## src/rtl/svc_pkg.sv

```systemverilog
package svc_pkg;
  typedef enum logic [1:0] {K_INT, K_PRIV, K_ILL, K_RET} kind_t;
  typedef enum logic [3:0] {
    S_IDLE, S_ENTRY, S_SWAP, S_PDEC, S_PWR, S_VRD, S_POPPC, S_POPPSR, S_RSWAP
  } st_t;
  localparam int PRIV_BIT = 15;
  localparam int PRIO_LSB = 8;
endpackage

```

## src/rtl/svc_cause_sel.sv

```systemverilog
module svc_cause_sel
  import svc_pkg::*;
#(
  parameter int VW       = 8,
  parameter int PW       = 3,
  parameter int PRIV_VEC = 0,
  parameter int ILL_VEC  = 1
) (
  input  logic          fetch_start,
  input  logic          irq_req,
  input  logic [PW-1:0] irq_prio,
  input  logic [VW-1:0] irq_vec,
  input  logic          rti_dec,
  input  logic          ill_dec,
  input  logic          in_user,
  output logic          start,
  output kind_t         kind,
  output logic [VW-1:0] vec,
  output logic [PW-1:0] prio
);
  // Interrupt at fetch start wins, then undefined opcode, then return.
  always_comb begin
    start = 1'b0;
    kind  = K_INT;
    vec   = irq_vec;
    prio  = irq_prio;
    if (fetch_start && irq_req) begin
      start = 1'b1;
    end else if (ill_dec) begin
      start = 1'b1;
      kind  = K_ILL;
      vec   = VW'(ILL_VEC);
    end else if (rti_dec) begin
      start = 1'b1;
      kind  = in_user ? K_PRIV : K_RET;
      vec   = VW'(PRIV_VEC);
    end
  end
endmodule

```

## src/rtl/svc_sp_bank.sv

```systemverilog
module svc_sp_bank #(
  parameter int             DW      = 16,
  parameter logic [DW-1:0]  SSP_RST = 16'h0300,
  parameter logic [DW-1:0]  USP_RST = 16'h03F0
) (
  input  logic          clk,
  input  logic          rst_n,
  input  logic          usp_ld,
  input  logic          ssp_ld,
  input  logic [DW-1:0] din,
  output logic [DW-1:0] usp_q,
  output logic [DW-1:0] ssp_q
);
  logic [DW-1:0] usp_d, ssp_d;

  always_comb begin
    usp_d = usp_ld ? din : usp_q;
    ssp_d = ssp_ld ? din : ssp_q;
  end

  always_ff @(posedge clk or negedge rst_n) begin
    if (!rst_n) begin
      usp_q <= USP_RST;
      ssp_q <= SSP_RST;
    end else begin
      if (usp_ld) usp_q <= usp_d;
      if (ssp_ld) ssp_q <= ssp_d;
    end
  end
endmodule

```

## src/rtl/svc_ctrl.sv

```systemverilog
module svc_ctrl
  import svc_pkg::*;
#(
  parameter int            DW       = 16,
  parameter int            VW       = 8,
  parameter int            PW       = 3,
  parameter logic [DW-1:0] VEC_BASE = 16'h0100
) (
  input  logic          clk,
  input  logic          rst_n,
  input  logic          start,
  input  kind_t         kind_in,
  input  logic [VW-1:0] vec_in,
  input  logic [PW-1:0] prio_in,
  input  logic [DW-1:0] cur_psr,
  input  logic [DW-1:0] cur_pc,
  input  logic [DW-1:0] cur_r6,
  input  logic [DW-1:0] usp_q,
  input  logic [DW-1:0] ssp_q,
  input  logic [DW-1:0] mem_rdata,
  input  logic          mem_rdy,
  output logic          psr_we,
  output logic [DW-1:0] psr_d,
  output logic          pc_we,
  output logic [DW-1:0] pc_d,
  output logic          r6_we,
  output logic [DW-1:0] r6_d,
  output logic          usp_ld,
  output logic          ssp_ld,
  output logic          mem_en,
  output logic          mem_we,
  output logic [DW-1:0] mem_addr,
  output logic [DW-1:0] mem_wdata,
  output logic          busy,
  output logic          done
);
  localparam logic [DW-1:0] ONE = DW'(1);

  st_t           st_q, st_d;
  kind_t         kind_q;
  logic [VW-1:0] vec_q;
  logic [PW-1:0] prio_q;
  logic [DW-1:0] stage_q, stage_d, mar_q, mar_d;
  logic          phase_q, phase_d;
  logic          cap_en;

  assign cap_en = (st_q == S_IDLE) && start;
  assign busy   = (st_q != S_IDLE);

  always_comb begin
    st_d      = st_q;
    stage_d   = stage_q;
    mar_d     = mar_q;
    phase_d   = phase_q;
    psr_we    = 1'b0;
    psr_d     = cur_psr;
    pc_we     = 1'b0;
    pc_d      = cur_pc;
    r6_we     = 1'b0;
    r6_d      = cur_r6;
    usp_ld    = 1'b0;
    ssp_ld    = 1'b0;
    mem_en    = 1'b0;
    mem_we    = 1'b0;
    mem_addr  = mar_q;
    mem_wdata = stage_q;
    done      = 1'b0;
    unique case (st_q)
      S_IDLE: if (start) st_d = (kind_in == K_RET) ? S_POPPC : S_ENTRY;
      S_ENTRY: begin
        psr_we             = 1'b1;
        psr_d[PRIV_BIT]    = 1'b0;
        if (kind_q == K_INT) psr_d[PRIO_LSB +: PW] = prio_q;
        stage_d            = cur_psr;
        phase_d            = 1'b0;
        st_d = (kind_q == K_PRIV || cur_psr[PRIV_BIT]) ? S_SWAP : S_PDEC;
      end
      S_SWAP: begin
        usp_ld = 1'b1;
        r6_we  = 1'b1;
        r6_d   = ssp_q;
        st_d   = S_PDEC;
      end
      S_PDEC: begin
        r6_we = 1'b1;
        r6_d  = cur_r6 - ONE;
        mar_d = cur_r6 - ONE;
        st_d  = S_PWR;
      end
      S_PWR: begin
        mem_en = 1'b1;
        mem_we = 1'b1;
        if (mem_rdy) begin
          if (!phase_q) begin
            stage_d = cur_pc - ONE;
            phase_d = 1'b1;
            st_d    = S_PDEC;
          end else begin
            st_d = S_VRD;
          end
        end
      end
      S_VRD: begin
        mem_en   = 1'b1;
        mem_addr = VEC_BASE + DW'(vec_q);
        if (mem_rdy) begin
          pc_we = 1'b1;
          pc_d  = mem_rdata;
          done  = 1'b1;
          st_d  = S_IDLE;
        end
      end
      S_POPPC: begin
        mem_en   = 1'b1;
        mem_addr = cur_r6;
        if (mem_rdy) begin
          pc_we = 1'b1;
          pc_d  = mem_rdata;
          r6_we = 1'b1;
          r6_d  = cur_r6 + ONE;
          st_d  = S_POPPSR;
        end
      end
      S_POPPSR: begin
        mem_en   = 1'b1;
        mem_addr = cur_r6;
        if (mem_rdy) begin
          psr_we = 1'b1;
          psr_d  = mem_rdata;
          r6_we  = 1'b1;
          r6_d   = cur_r6 + ONE;
          done   = !mem_rdata[PRIV_BIT];
          st_d   = mem_rdata[PRIV_BIT] ? S_RSWAP : S_IDLE;
        end
      end
      S_RSWAP: begin
        ssp_ld = 1'b1;
        r6_we  = 1'b1;
        r6_d   = usp_q;
        done   = 1'b1;
        st_d   = S_IDLE;
      end
      default: st_d = S_IDLE;
    endcase
  end

  always_ff @(posedge clk or negedge rst_n) begin
    if (!rst_n) begin
      st_q    <= S_IDLE;
      kind_q  <= K_INT;
      vec_q   <= '0;
      prio_q  <= '0;
      stage_q <= '0;
      mar_q   <= '0;
      phase_q <= 1'b0;
    end else begin
      st_q    <= st_d;
      stage_q <= stage_d;
      mar_q   <= mar_d;
      phase_q <= phase_d;
      if (cap_en) begin
        kind_q <= kind_in;
        vec_q  <= vec_in;
        prio_q <= prio_in;
      end
    end
  end
endmodule

```

## src/rtl/svc_entry_seq.sv

```systemverilog
module svc_entry_seq
  import svc_pkg::*;
#(
  parameter int             DW       = 16,
  parameter int             VW       = 8,
  parameter int             PW       = 3,
  parameter logic [DW-1:0]  VEC_BASE = 16'h0100,
  parameter int             PRIV_VEC = 0,
  parameter int             ILL_VEC  = 1,
  parameter logic [DW-1:0]  SSP_RST  = 16'h0300,
  parameter logic [DW-1:0]  USP_RST  = 16'h03F0
) (
  input  logic          clk,
  input  logic          rst_n,
  input  logic          fetch_start,
  input  logic          irq_req,
  input  logic [PW-1:0] irq_prio,
  input  logic [VW-1:0] irq_vec,
  input  logic          rti_dec,
  input  logic          ill_dec,
  input  logic [DW-1:0] cur_psr,
  input  logic [DW-1:0] cur_pc,
  input  logic [DW-1:0] cur_r6,
  output logic          psr_we,
  output logic [DW-1:0] psr_d,
  output logic          pc_we,
  output logic [DW-1:0] pc_d,
  output logic          r6_we,
  output logic [DW-1:0] r6_d,
  output logic          mem_en,
  output logic          mem_we,
  output logic [DW-1:0] mem_addr,
  output logic [DW-1:0] mem_wdata,
  input  logic [DW-1:0] mem_rdata,
  input  logic          mem_rdy,
  output logic          busy,
  output logic          done
);
  logic          start, usp_ld, ssp_ld;
  kind_t         kind;
  logic [VW-1:0] vec;
  logic [PW-1:0] prio;
  logic [DW-1:0] usp_q, ssp_q;

  svc_cause_sel #(.VW(VW), .PW(PW), .PRIV_VEC(PRIV_VEC), .ILL_VEC(ILL_VEC)) u_sel (
    .fetch_start(fetch_start), .irq_req(irq_req), .irq_prio(irq_prio),
    .irq_vec(irq_vec), .rti_dec(rti_dec), .ill_dec(ill_dec),
    .in_user(cur_psr[PRIV_BIT]), .start(start), .kind(kind), .vec(vec), .prio(prio)
  );

  svc_sp_bank #(.DW(DW), .SSP_RST(SSP_RST), .USP_RST(USP_RST)) u_sp (
    .clk(clk), .rst_n(rst_n), .usp_ld(usp_ld), .ssp_ld(ssp_ld),
    .din(cur_r6), .usp_q(usp_q), .ssp_q(ssp_q)
  );

  svc_ctrl #(.DW(DW), .VW(VW), .PW(PW), .VEC_BASE(VEC_BASE)) u_ctrl (
    .clk(clk), .rst_n(rst_n), .start(start), .kind_in(kind), .vec_in(vec),
    .prio_in(prio), .cur_psr(cur_psr), .cur_pc(cur_pc), .cur_r6(cur_r6),
    .usp_q(usp_q), .ssp_q(ssp_q), .mem_rdata(mem_rdata), .mem_rdy(mem_rdy),
    .psr_we(psr_we), .psr_d(psr_d), .pc_we(pc_we), .pc_d(pc_d),
    .r6_we(r6_we), .r6_d(r6_d), .usp_ld(usp_ld), .ssp_ld(ssp_ld),
    .mem_en(mem_en), .mem_we(mem_we), .mem_addr(mem_addr),
    .mem_wdata(mem_wdata), .busy(busy), .done(done)
  );
endmodule

```

## config.mk

```make
export PLATFORM = sky130hd
export DESIGN_NAME = svc_entry_seq
export DESIGN_NICKNAME = d
export VERILOG_FILES = /design/src/rtl/svc_pkg.sv /design/src/rtl/svc_cause_sel.sv /design/src/rtl/svc_sp_bank.sv /design/src/rtl/svc_ctrl.sv /design/src/rtl/svc_entry_seq.sv
export SDC_FILE = /design/constraint.sdc
export NUM_CORES = 1
export LEC_CHECK = 0
export BUFFER_PORTS_ARGS = -buffer_cell sky130_fd_sc_hd__buf_4
export CAP_MARGIN = 15
export CELL_PAD_IN_SITES_DETAIL_PLACEMENT = 1
export CELL_PAD_IN_SITES_GLOBAL_PLACEMENT = 1
export CORE_MARGIN = 2
export CORE_UTILIZATION = 41
export CTS_BUF_LIST = sky130_fd_sc_hd__clkbuf_4
export CTS_CLUSTER_DIAMETER = 40
export DETAILED_ROUTE_END_ITERATION = 12
export HOLD_SLACK_MARGIN = 0.1
export PLACE_DENSITY_LB_ADDON = 0.15
export SETUP_SLACK_MARGIN = 0.02
export SYNTH_ARGS = -nofsm -noshare
export SYNTH_HDL_FRONTEND = slang
export SYNTH_SLANG_ARGS = --single-unit
export TNS_END_PERCENT = 30
```

## constraint.sdc

```tcl
create_clock -name clk -period 5.2 [get_ports clk]
set_clock_uncertainty 0.2 [all_clocks]
set_input_delay 0.26 -clock clk [delete_from_list [all_inputs] [get_ports clk]]
set_output_delay 0.26 -clock clk [all_outputs]
set_load 0.1 [all_outputs]
```

==> results of run 1 <==
stage by stage:
stage	utilization	hold WS, ns
floorplan	-	-0.236
global placement	0.512	0.247
detailed placement	0.512	0.257
CTS	0.573	0.130
global route	0.575	0.187
finish	0.575	0.172
cell type report:
cell class | count | area [um2] | area share
Clock buffer | 12 | 90.1 | 0.0114
Antenna cell | 1 | 2.50 | 0.000317
Timing Repair Buffer | 244 | 2020 | 0.256
Clock inverter | 4 | 67.6 | 0.00857
Tap cell | 180 | 225 | 0.0286
Multi-Input combinational cell | 591 | 3360 | 0.426
Inverter | 15 | 56.3 | 0.00714
Sequential cell | 82 | 2060 | 0.261
tightest hold or removal path: stages:
cell     delay [ns]
buf_4          0.12
nand2_1        0.09
nor2_1         0.15
a22o_1         0.21
cells by family after synthesis:
logic type / synth area share
compound gates: 0.200
xor+xnor: 0.0447
fa+ha+maj: 0.00660
buf+inv: 0.0493
flops: 0.363
mux: 0.0497
simple gates: 0.287
flip-flops by register name, indices dropped and copies added (netlist names):
register and flops:
u_ctrl.mar_q 16, u_ctrl.mem_wdata 16, u_sp.ssp_q 16, u_sp.usp_q 16, u_ctrl.vec_q 8, u_ctrl.st_q 4, u_ctrl.prio_q 3, u_ctrl.kind_q 2
u_ctrl.phase_q 1
placed cells by master (no fill, tap or decap), types with 10 or more instances in the layout:
master / n
xor2_1: 10
nor3_1: 13
dfrtp_1: 74
a22o_1: 13
buf_4: 175
clkbuf_4: 12
xnor2_1: 19
a21oi_1: 39
mux2_2: 18
nand2_1: 188
nor4_1: 10
or3_1: 10
inv_1: 13
dlygate4sd3_1: 68
o21ai_0: 50
nor2_1: 73
o22ai_1: 11
worst min path at each step:
stage          cells past startpoint             endpoint     startpoint  slack (ns)
2_1_floorplan                      0     u_ctrl.kind_q[0]          rst_n       -0.24
3_3_place_gp                       2        u_sp.ssp_q[9]  u_sp.ssp_q[9]        0.25
3_5_place_dp                       2        u_sp.ssp_q[8]  u_sp.ssp_q[8]        0.26
4_1_cts                            6  u_ctrl.mem_wdata[1]      cur_pc[1]        0.13
5_1_grt                            4      u_ctrl.vec_q[7]        irq_req        0.19
6_report                           4      u_ctrl.vec_q[3]        irq_req        0.17
what timing repair did:
item / CTS / global route
gates resized for setup: 0 / 0
hold buffers: 68 / 0
endpoints found under the hold margin: 155 / 0
metal layers:
metal  vias to the layer above  track usage  wire length [um]
met5                         -            0                 0
met4                         0        0.141               673
met3                        50       0.0449              1090
met2                       226        0.545             11500
met1                      3246        0.379              9510
li1                       3008            -                 -
==> flow_metrics.env, run 1 <==
export IMPL_status="complete, no violations"
export IMPL_synth_edf_count=0
export IMPL_tightest_slew_ns=1.19
export IMPL_finalWirelength_um=22800
export IMPL_ant_nets=0
export IMPL_first_pass_iters=4
export IMPL_start_util=0.414
export IMPL_cp_arrival_ns=4.21
export IMPL_cts_buffers=9
export IMPL_dp_cells=1043
export IMPL_antenna_found_initial=1
export IMPL_setup_worst_path_start="u_ctrl.st_q[3]"
export IMPL_worst_slack_ns=0.525
export IMPL_rsz0062_at_grt="no"
export IMPL_slew_headroom=0.192
export IMPL_ys_seq_area_frac=0.363
export IMPL_critPathMaxStageDelay_ns=0.88
export IMPL_cts_tree="yes"
export IMPL_clk_path_buf_depth=2
export IMPL_synth_area_leaders="dfrtp_1 33%, nand2_1 12%, nor2_1 4.8%"
export IMPL_yosys_warnings=0
export IMPL_num_rows=43
export IMPL_cts_post_setup_buffers_inserted=0
export IMPL_grt_pass1_vias=6899
export IMPL_cp_end_kind="output port"
export IMPL_drc=0
export IMPL_syn_to_final_growth_pct=38.7
export IMPL_overflow=0
export IMPL_critPathSlowestCell="dfrtp_1"
export IMPL_post_dp_cell_area_um2=7020
export IMPL_hpwl_um=14800
export IMPL_drive_gt1_frac=0.247
export IMPL_finalSetupViolations=0
export IMPL_crit_family="buffers and inverters"
export IMPL_final_cells=1129
export IMPL_cp_num_buf_inv=3
export IMPL_dieArea_um2=14800
export IMPL_synth_flop_cell="dfrtp_1"
export IMPL_die_y_um=122
export IMPL_path_depth=6
export IMPL_syn_inst=745
export IMPL_vias_per_cell=5.78
export IMPL_hp_class="primary input to flip-flop"
export IMPL_synth_most_common_cell="nand2_1"
export IMPL_yosysTopAreaCell="dfrtp_1"
export IMPL_clk_pin_slew_ns=0.13
export IMPL_avgRoutedWirePerCell_um=20.2
export IMPL_worst_setup_path_type="flip-flop to output port"
export IMPL_worstReg2RegStart="u_ctrl.st_q[2]"
export IMPL_insertion_delay_ns=0.48
export IMPL_ys_seq_elements=82
export IMPL_synth_nets=830
export IMPL_cts_num_sinks=82
export IMPL_fill_cells=1712
export IMPL_drv_slew=0
export IMPL_setup_tns_ns=0
export IMPL_clockRootBuffer="clkbuf_4"
export IMPL_drt_iter0_drc=490
export IMPL_track_usage=0.312
export IMPL_max_freq_mhz=214
export IMPL_endpoint="pc_d[1]"
export IMPL_synth_common_cells="188 x nand2_1, 74 x dfrtp_1, 73 x nor2_1, 50 x o21ai_0, 41 x clkbuf_1"
export IMPL_synthArstFlopShare=1.00
export IMPL_reg2regPathDepth=7
export IMPL_grt_max_degree=83
export IMPL_pre_cts_ws_ns=1.27
export IMPL_rrSetupSlack_ns=1.55
export IMPL_synth_top_cell_area_share=0.326
export IMPL_crit_chain="nand2b_1, inv_1, nand3_1, clkinv_1, o21ai_0, buf_4"
export IMPL_fin_crit_ns=4.67
export IMPL_htreeDepth=3
export IMPL_gp_congestion=0.911
export IMPL_crit_fanout=24
export IMPL_grt_pass1_wl_um=36300
export IMPL_ios=169
export IMPL_nets=1028
export IMPL_synth_cell_types=67
export IMPL_finalHoldViolations=0
export IMPL_synth_area_um2=5690
export IMPL_fin_area_um2=7890
export IMPL_port_buffers=168
export IMPL_r2r_end="u_ctrl.mem_wdata[4]"
export IMPL_core_um2=13700
export IMPL_period_share=0.899
export IMPL_synth_area_per_cell_um2=7.63
export IMPL_required_ns=4.74
export IMPL_vias=6530
export IMPL_startpoint_type="flip-flop"
export IMPL_die_w_um=122
export IMPL_drv_cap=0
Power of run 1 is not shown: default switching activity piles up to over one toggle a cycle in this logic, so the estimate is an artifact.
==> run 2, diff against run 1 <==
--- a/config.mk
+++ b/config.mk
@@ -10,7 +10,7 @@
 export CELL_PAD_IN_SITES_DETAIL_PLACEMENT = 1
 export CELL_PAD_IN_SITES_GLOBAL_PLACEMENT = 1
 export CORE_MARGIN = 2
-export CORE_UTILIZATION = 41
+export CORE_UTILIZATION = 42
 export CTS_BUF_LIST = sky130_fd_sc_hd__clkbuf_4
 export CTS_CLUSTER_DIAMETER = 40
 export DETAILED_ROUTE_END_ITERATION = 12
@@ -19,5 +19,6 @@
 export SETUP_SLACK_MARGIN = 0.02
 export SYNTH_ARGS = -nofsm -noshare
 export SYNTH_HDL_FRONTEND = slang
+export SYNTH_HIERARCHICAL = 1
 export SYNTH_SLANG_ARGS = --single-unit
 export TNS_END_PERCENT = 30
==> run 2 against run 1 <==
  * Clock-buffer cell count unchanged
  * Design area about the same
  * Sequential share of layout area about the same
  * Critical endpoint is now pc_d[0]
  * Non-clock buffer count down 2
==> flow_metrics.env, run 2 <==
export IMPL_status="complete, no violations"
export IMPL_drt_iter0_drc=357
export IMPL_worstReg2RegStart="u_ctrl/st_q[2]"
export IMPL_met3_length_um=1320
export IMPL_clockRootBuffer="clkbuf_4"
export IMPL_synth_common_cells="154 x nand2_1, 74 x dfrtp_1, 50 x o21ai_0, 46 x nor2_1, 44 x clkbuf_1"
export IMPL_slew_headroom=0.277
export IMPL_setup_tns_ns=0
export IMPL_post_cts_resized=0
export IMPL_overflow=0
export IMPL_cts_post_setup_buffers_inserted=0
export IMPL_start_util=0.426
export IMPL_drv_slew=0
export IMPL_postCtsHoldBufs=66
export IMPL_finalSetupViolations=0
export IMPL_utilization=0.573
export IMPL_crit_fanout=22
export IMPL_vias=6290
export IMPL_cts_tree="yes"
export IMPL_nets=994
export IMPL_dieArea_um2=14900
export IMPL_ys_seq_elements=82
export IMPL_yosysTopAreaCell="dfrtp_1"
export IMPL_track_usage=0.294
export IMPL_cts_num_sinks=82
export IMPL_finalHoldViolations=0
export IMPL_avgRoutedWirePerCell_um=20.2
export IMPL_max_freq_mhz=233
export IMPL_grt_pass1_wl_um=34600
export IMPL_startpoint_type="flip-flop"
export IMPL_syn_to_final_growth_pct=34.5
export IMPL_core_um2=13800
export IMPL_fill_cells=1671
export IMPL_final_cell_mix="176 x buf_4, 154 x nand2_1, 74 x dfrtp_1, 66 x dlygate4sd3_1, 49 x o21ai_0"
export IMPL_insertion_delay_ns=0.45
export IMPL_seq_area_um2=2060
export IMPL_rsz0062_at_grt="no"
export IMPL_hpwl_um=15200
export IMPL_gp_congestion=0.889
export IMPL_holdPathStages=6
export IMPL_fin_crit_ns=4.29
export IMPL_rrSetupSlack_ns=1.38
export IMPL_final_common_cell="buf_4"
export IMPL_ios=169
export IMPL_drv_cap=0
export IMPL_htreeDepth=3
export IMPL_reg2regPathDepth=6
export IMPL_synth_top_cell_area_share=0.316
export IMPL_multi_input_area_um2=3440
export IMPL_num_rows=43
export IMPL_drive_gt1_frac=0.281
export IMPL_n_antenna_cell=0
export IMPL_synth_flop_cell="dfrtp_1"
export IMPL_cts_buffers=9
export IMPL_synth_edf_count=0
export IMPL_wl_met1_um=9230
export IMPL_synth_area_um2=5860
export IMPL_ant_nets=0
export IMPL_tightest_slew_ns=1.08
export IMPL_drc=0
export IMPL_min_to="u_ctrl/mem_wdata[1]"
export IMPL_synthArstFlopShare=1.00
export IMPL_cp_end_kind="output port"
export IMPL_ys_seq_area_frac=0.352
export IMPL_clk_pin_slew_ns=0.13
export IMPL_holdCritStartpoint="cur_pc[1]"
export IMPL_worst_setup_path_type="flip-flop to output port"
export IMPL_port_buffers=168
export IMPL_synth_area_per_cell_um2=8.20
export IMPL_first_pass_iters=5
export IMPL_vias_per_cell=5.75
export IMPL_synth_cell_types=62
export IMPL_wl_met2_um=11000
export IMPL_required_ns=4.74
export IMPL_yosys_warnings=6
export IMPL_grt_max_degree=83
export IMPL_synth_most_common_cell="nand2_1"
export IMPL_post_dp_cell_area_um2=7120
export IMPL_synth_nets=800
export IMPL_cp_arrival_ns=3.83
export IMPL_antenna_found_initial=0
export IMPL_grt_pass1_vias=6761
export IMPL_clk_path_buf_depth=2
export IMPL_synth_area_leaders="dfrtp_1 32%, nand2_1 9.9%, mux2_2 5.2%"
export IMPL_period_share=0.825
export IMPL_fin_area_um2=7890
export IMPL_holdWs_ns=0.162
export IMPL_top_layer_used="met4"
export IMPL_r2r_end="u_ctrl/mem_wdata[15]"
export IMPL_finalWirelength_um=22100
export IMPL_die_y_um=122
export IMPL_hp_class="primary input to flip-flop"
export IMPL_syn_inst=715
export IMPL_die_w_um=122
run 2: changes by cell type after synthesis, sizes merged, moves of 4 or more:
| cell | delta |
|---|---|
| a21oi | -7 |
| a22o | -8 |
| a22oi | +9 |
| a31oi | +7 |
| and2 | +6 |
| mux2 | +29 |
| nand2 | -34 |
| nand3 | +5 |
| nor2 | -27 |
| nor2b | +9 |
| nor4 | -4 |
| o22ai | -6 |
run 2: per-layer routing:
| layer | up-vias | track usage |
|---|---|---|
| li1 | 2895 | - |
| met1 | 3117 | 0.359 |
| met2 | 237 | 0.521 |
| met3 | 41 | 0.0473 |
| met4 | 0 | 0.110 |
| met5 | - | 0 |
run 2: area by class of cell:
cell class                      count  area share
Multi-Input combinational cell    556       0.437
Sequential cell                    82       0.261
Timing Repair Buffer              242       0.251
Tap cell                          180      0.0285
Clock buffer                       12      0.0114
Inverter                           18     0.00856
Clock inverter                      3     0.00222
run 2: critical path, cell delays in order (launching register included):
cell and delay (ns):
dfrtp_1 0.73, nand2b_1 0.39, inv_1 0.30, nand3_1 0.55, clkinv_1 0.65, o21ai_0 0.39
buf_4 0.34
run 2: worst max-delay path by stage:
stage / from / cells after the start / slack (ns) / end
3_5_place_dp: u_ctrl/st_q[3] / 6 / 1.48 / pc_d[1]
5_1_grt: u_ctrl/st_q[3] / 6 / 0.63 / pc_d[0]
4_1_cts: u_ctrl/st_q[3] / 6 / 0.94 / pc_d[1]
2_1_floorplan: u_ctrl/st_q[0] / 5 / 0.17 / r6_d[1]
6_report: u_ctrl/st_q[3] / 6 / 0.91 / pc_d[0]
3_3_place_gp: u_ctrl/st_q[3] / 6 / 1.75 / pc_d[0]
run 2: per-stage QoR:
step / worst slack, ns / instances
2_1_floorplan: 0.171 / 715
3_3_place_gp: 1.75 / 1012
3_5_place_dp: 1.48 / 1012
4_1_cts: 0.943 / 1093
5_1_grt: 0.633 / 1093
6_report: 0.910 / 1093
run 2: kinds of logic after synthesis:
kind of cell,synth area share
and+or+nand+nor,0.242
AOI/OAI and AO/OA,0.179
DFF,0.352
buffers and inverters,0.0621
muxes,0.113
xor gates and xnor gates,0.0448
adders and majority gates,0.00640
Power of run 2 is left out for the same reason.
